==> config.mk <==
export PLATFORM = sky130hd
export DESIGN_NAME = smi_irq_arbiter
export DESIGN_NICKNAME = d
export VERILOG_FILES = /design/src/rtl/smi_arb_pkg.sv /design/src/rtl/arb_pend_reg.sv /design/src/rtl/arb_decide.sv /design/src/rtl/arb_smm_flag.sv /design/src/rtl/smi_irq_arbiter.sv
export SDC_FILE = /design/constraint.sdc
export NUM_CORES = 1
export LEC_CHECK = 0
export ABC_AREA = 1
export BUFFER_PORTS_ARGS = -buffer_cell sky130_fd_sc_hd__buf_2
export CAP_MARGIN = 20
export CORE_AREA = 2 2 39 41
export CTS_CLUSTER_SIZE = 24
export DETAILED_ROUTE_END_ITERATION = 16
export DIE_AREA = 0 0 41 43
export GPL_TIMING_DRIVEN = 1
export PLACE_DENSITY = 0.69
export SLEW_MARGIN = 20
export SYNTH_ARGS = -nofsm -noshare
export SYNTH_HDL_FRONTEND = slang
export SYNTH_SLANG_ARGS = --single-unit
==> constraint.sdc <==
create_clock -name clk -period 1.99 [get_ports clk]
set_input_delay 0 -clock clk [delete_from_list [all_inputs] [get_ports clk]]
set_output_delay 0 -clock clk [all_outputs]
set_load 0.02 [all_outputs]
==> src/rtl/smi_arb_pkg.sv <==
// Package: shared types for the SMI-aware interrupt arbiter.
// Assumes: at most one grant kind per evaluation.
package smi_arb_pkg;
    typedef enum logic [1:0] {
        GNT_NONE = 2'd0,
        GNT_SMI  = 2'd1,
        GNT_IRQ  = 2'd2
    } grant_e;
endpackage

==> src/rtl/arb_pend_reg.sv <==
// Module: pending request register.
// Each bit is set by a set pulse and cleared by a clear pulse or an
// acknowledge pulse. A set wins over a clear in the same cycle.
// Assumes: synchronous active-low reset.
module arb_pend_reg #(
    parameter int NREQ = 8
) (
    input  logic            clk,
    input  logic            rst_n,
    input  logic [NREQ-1:0] set_i,
    input  logic [NREQ-1:0] clr_i,
    input  logic [NREQ-1:0] ack_i,
    output logic [NREQ-1:0] pend_o
);
    logic [NREQ-1:0] pend_q;

    for (genvar b = 0; b < NREQ; b++) begin : g_bit
        // Purpose: hold one pending bit.
        always_ff @(posedge clk) begin
            if (!rst_n)
                pend_q[b] <= 1'b0;
            else
                pend_q[b] <= set_i[b] | (pend_q[b] & ~clr_i[b] & ~ack_i[b]);
        end
    end

    assign pend_o = pend_q;
endmodule

==> src/rtl/arb_decide.sv <==
// Module: combinational grant decision.
// An SMI wins when the core is outside SMM. A hardware interrupt is
// granted only when enabled and unshadowed. Nothing is granted off a boundary.
// Assumes: SMI_BIT != IRQ_BIT.
module arb_decide
    import smi_arb_pkg::*;
#(
    parameter int NREQ    = 8,
    parameter int SMI_BIT = 6,
    parameter int IRQ_BIT = 1
) (
    input  logic [NREQ-1:0] pend_i,
    input  logic            boundary_i,
    input  logic            int_en_i,
    input  logic            int_shadow_i,
    input  logic            smm_i,
    output grant_e          grant_o
);
    logic smi_ok;
    logic irq_ok;

    assign smi_ok = pend_i[SMI_BIT] & ~smm_i;
    assign irq_ok = pend_i[IRQ_BIT] & int_en_i & ~int_shadow_i;

    // Purpose: fixed priority, SMI first, then hardware interrupt.
    always_comb begin
        grant_o = GNT_NONE;
        if (boundary_i) begin
            if (smi_ok)
                grant_o = GNT_SMI;
            else if (irq_ok)
                grant_o = GNT_IRQ;
        end
    end
endmodule

==> src/rtl/arb_smm_flag.sv <==
// Module: SMM-mode flag.
// Set on an SMI grant and cleared by the exit pulse.
// Assumes: a grant and an exit never coincide, because no SMI is
// granted while the flag is set.
module arb_smm_flag (
    input  logic clk,
    input  logic rst_n,
    input  logic enter_i,
    input  logic exit_i,
    output logic smm_o
);
    logic smm_q;

    // Purpose: track whether the core is in SMM.
    always_ff @(posedge clk) begin
        if (!rst_n)
            smm_q <= 1'b0;
        else if (enter_i)
            smm_q <= 1'b1;
        else if (exit_i)
            smm_q <= 1'b0;
    end

    assign smm_o = smm_q;
endmodule

==> src/rtl/smi_irq_arbiter.sv <==
// Module: top of the SMI-aware interrupt arbiter.
// Holds the pending vector and the SMM flag, and raises one grant strobe
// per instruction boundary.
// Assumes: the boundary strobe lasts one cycle per instruction.
module smi_irq_arbiter
    import smi_arb_pkg::*;
#(
    parameter int NREQ    = 8,
    parameter int SMI_BIT = 6,
    parameter int IRQ_BIT = 1
) (
    input  logic            clk,
    input  logic            rst_n,
    input  logic [NREQ-1:0] req_set_i,
    input  logic [NREQ-1:0] req_clr_i,
    input  logic            boundary_i,
    input  logic            int_en_i,
    input  logic            int_shadow_i,
    input  logic            smm_exit_i,
    output logic            take_smi_o,
    output logic            take_irq_o,
    output logic [NREQ-1:0] smi_clr_o,
    output logic [NREQ-1:0] pend_o,
    output logic            smm_o
);
    localparam logic [NREQ-1:0] SMI_MASK = NREQ'(1) << SMI_BIT;

    grant_e          grant;
    logic [NREQ-1:0] pend;
    logic            smm;
    logic [NREQ-1:0] ack;

    assign ack = (grant == GNT_SMI) ? SMI_MASK : '0;

    arb_pend_reg #(.NREQ(NREQ)) u_pend (
        .clk    (clk),
        .rst_n  (rst_n),
        .set_i  (req_set_i),
        .clr_i  (req_clr_i),
        .ack_i  (ack),
        .pend_o (pend)
    );

    arb_decide #(.NREQ(NREQ), .SMI_BIT(SMI_BIT), .IRQ_BIT(IRQ_BIT)) u_dec (
        .pend_i       (pend),
        .boundary_i   (boundary_i),
        .int_en_i     (int_en_i),
        .int_shadow_i (int_shadow_i),
        .smm_i        (smm),
        .grant_o      (grant)
    );

    arb_smm_flag u_smm (
        .clk     (clk),
        .rst_n   (rst_n),
        .enter_i (grant == GNT_SMI),
        .exit_i  (smm_exit_i),
        .smm_o   (smm)
    );

    assign take_smi_o = (grant == GNT_SMI);
    assign take_irq_o = (grant == GNT_IRQ);
    assign smi_clr_o  = ack;
    assign pend_o     = pend;
    assign smm_o      = smm;

    // grants are exclusive
    p_one_grant_r9: assert property (@(posedge clk) disable iff (!rst_n)
        !(take_smi_o && take_irq_o));
    // no grant off a boundary
    p_quiet_off_boundary_r3: assert property (@(posedge clk) disable iff (!rst_n)
        !boundary_i |-> !(take_smi_o || take_irq_o));
    // hardware grant respects enable and shadow
    p_irq_gated_r7: assert property (@(posedge clk) disable iff (!rst_n)
        take_irq_o |-> (int_en_i && !int_shadow_i));
    // no SMI grant inside SMM
    p_smi_held_r8: assert property (@(posedge clk) disable iff (!rst_n)
        smm_o |-> !take_smi_o);
    // an SMI grant enters SMM and retires the bit unless it is set again
    p_smi_enters_r5: assert property (@(posedge clk) disable iff (!rst_n)
        take_smi_o |=> (smm_o && (!pend_o[SMI_BIT] || $past(req_set_i[SMI_BIT]))));
endmodule

==> qor.tcl <==
set qor(gpl.final_weighted_congestion) 0.627
set qor(final-setup-viol-count) 0
set qor(clk_transition_reported_paths_ns) 0.06
set qor(placeableCoreArea_sq_um) 1380
set qor(postSynth.asyncResetShare_pct) 0
set qor(antennaDiodeCount) 0
set qor(synth-edff-count) 0
set qor(route.antenna.remaining_nets) 0
set qor(antenna_found_initial) 0
set qor(die_h_um) 43
set qor(wl_per_cell_um) 8.19
set qor(required_ns) 2.13
set qor(top_level_port_count) 41
set qor(stdcell_area_sq_um) 658
set qor(cts-buffers-inserted) 3
set qor(cts-root-buf) {clkbuf_4}
set qor(maxClockFrequency_ghz) 0.778
set qor(ctsLongestPathBuffers) 2
set qor(internal_power_w) 0.000312
set qor(power.share.sequential_pct) 45.5
set qor(detail_route.vias_per_cell) 4.07
set qor(total_grt_usage_pct) 11.8
set qor(pin_count_of_the_biggest_net_entering_global_routing) 10
set qor(area.growth.synth_to_final_pct) 67.0
set qor(crit_type) {flip-flop to flip-flop}
set qor(cts.sink_count) 9
set qor(fin_crit_ns) 1.29
set qor(rows) 14
set qor(leakage_nw) 0.391
set qor(effective_utilization_at_floorplan_pct) 28.5
set qor(ys_seq_elements) 9
set qor(placedInstanceArea_sq_um) 542
set qor(synth_area_leaders) {dfxtp_1 (46%), buf_4 (15%), a21oi_1 (13%), inv_1 (11%), nor2_1 (7.6%)}
set qor(die_area_sq_um) 1760
set qor(outcome) {finished, final reports clean}
set qor(postRouteWirelength_um) 925
set qor(synthesis.yosys.warnings) 0
set qor(total_power_w) 0.000435
set qor(synth_top_cell_area_share_pct) 45.7
set qor(totalNegativeSetupSlack_ns) 0
set qor(dr.pass1.iters) 4
set qor(share_of_the_yosys_chip_area_belonging_to_registers_pct) 45.7
set qor(syn-mean-instance-area_sq_um) 7.44
set qor(worst_hold_path_type) {primary input to flip-flop}
set qor(synthesis.area_sq_um) 394
set qor(route.vias.total) 460
set qor(setup.worst_path.start_class) {flip-flop}
set qor(synth_flop_cell) {dfxtp_1}
set qor(postCtsResizedCells) 0
set qor(critPathMaxFanout) 4
set qor(cts-htree-levels) 1
set qor(worst-endpoint-arrival_ns) 1.43
set qor(power.clock.fraction_pct) 32.4
set qor(final.period_utilization_pct) 64.6
set qor(global_route_wire_length_before_repair_um) 1390
set qor(post_synth_inst_count) 53
set qor(cts_tree) {done}
set qor(grt_total_ovfl) 0
set qor(power_density_nw_per_um2) 660
set qor(number_of_global_route_vias_before_repair) 401
set qor(power.share.combinational_pct) 22.1
set qor(ir_drop_uv) 409
set qor(cp-end-kind) {flip-flop}
set qor(unrepaired_setup_endpoints_after_global_routing) {no}
set qor(yosysMostFrequentCell) {inv_1}
set qor(worst_hold_startpoint) {smm_exit_i}
set qor(place.port_buffers) 33
set qor(insertion_delay_ns) 0.25
set qor(worstSetupStartpoint) {u_pend.pend_o[6]$_SDFF_PN0_}
set qor(critical_path.reg2reg.startpoint) {u_pend.pend_o[6]$_SDFF_PN0_}
set qor(final_net_count) 120
set qor(cts_setup_buffers) 0
set qor(post-synth-top-area-cell) {dfxtp_1}
set qor(drv.max_cap_violation_count) 0
set qor(fraction_of_final_layout_cells_sized_beyond_drive_strength_1_pct) 37.1
set qor(die_width_um) 41
set qor(switchingPower_w) 0.000122
set qor(final_hold_viols) 0
set qor(timing.final.max_slew_violations) 0
set qor(power.switching_fraction_pct) 28.1
set qor(dp_hpwl_um) 661
set qor(post_synth_num_cell_types) 11
set qor(detailedRoute.firstIterationViolations) 1
set qor(fin_worst_hold_slack_ns) 0.0210
set qor(final.setup_skew_ns) 0.0000325
set qor(post-route-drc-count) 0
set qor(synth.cells.most_frequent) {inv_1 (12), a21oi_1 (10), dfxtp_1 (9)}
what timing repair did:
item,in CTS,in global routing
endpoints found under the setup margin,0,0
hold endpoints to repair,8,0
hold buffers,9,0
worst max-delay path, stage by stage (launching register included):
cell           delay [ns]
dfxtp_1              0.36
nand3_1              0.13
nand2_1              0.08
a21oi_1              0.05
dlygate4sd3_1        0.55
per-stage QoR:
stage / worst slack [ns] / utilization, % / instances
after floorplan: 1.04 / - / 59
after global placement: 1.27 / 39.2 / 100
after detailed placement: 1.23 / 39.2 / 100
after CTS: 0.696 / 47.6 / 113
after global routing: 0.631 / 47.6 / 113
final: 0.704 / 47.6 / 113
layer usage:
layer  vias to the layer above  share of wire [%]  track usage, %
met4                         0                  0            4.00
met5                         -                  0               0
met1                       201                 38            11.4
li1                        233                  -               -
met2                        26                 52            20.0
met3                         0                9.6            6.28
power by group through the flow:
stage	clock network [W]	logic, W	registers [W]
floorplan	0	0.0000443	0.000216
global placement	0	0.0000814	0.000201
detailed placement	0	0.0000830	0.000202
CTS	0.000148	0.0000970	0.000198
global route	0.000157	0.000107	0.000199
finish	0.000141	0.0000963	0.000198
cell type report:
cell class | instances | area (sq um)
fill | 157 | 726
sequential | 9 | 180
multi-input combinational | 29 | 128
clock buffer | 4 | 26.3
inverter | 13 | 48.8
timing repair buffer | 42 | 255
tap | 16 | 20.0
cells by family (layout without fill, tap and decap cells):
kind of cell,count (synthesis),after routing,share of synthesized area (%)
AOI/OAI and AO/OA,10,10,12.7
buffers and inverters,21,59,27.6
DFF,9,9,45.7
other,1,7,0.951
and+or+nand+nor,12,12,13.0
registers in the layout, indices dropped and copies added (netlist names):
signal         flops
u_pend.pend_o      8
u_smm.smm_o        1
worst paths after layout:
path,endpoint,slack (ns),cells past startpoint
setup reg to reg,u_pend.pend_o[6]$_SDFF_PN0_,0.70,4
hold / removal,u_smm.smm_o$_SDFFE_PN0P_,0.02,3
hold reg to reg,u_pend.pend_o[3]$_SDFF_PN0_,0.49,2
setup / recovery,u_pend.pend_o[6]$_SDFF_PN0_,0.70,4
cells in the final DEF (no fill, tap or decap):
cell           instances
nand4_1                1
conb_1                 7
inv_1                 12
buf_2                 33
clkinv_1               1
dlygate4sd3_1          9
dfxtp_1                9
clkbuf_4               3
a21oi_1               10
clkbuf_1               1
nor2_1                 8
nand2_1                1
nand3_1                1
or2_0                  1
Note: power is estimated with default switching activity, not from simulation.
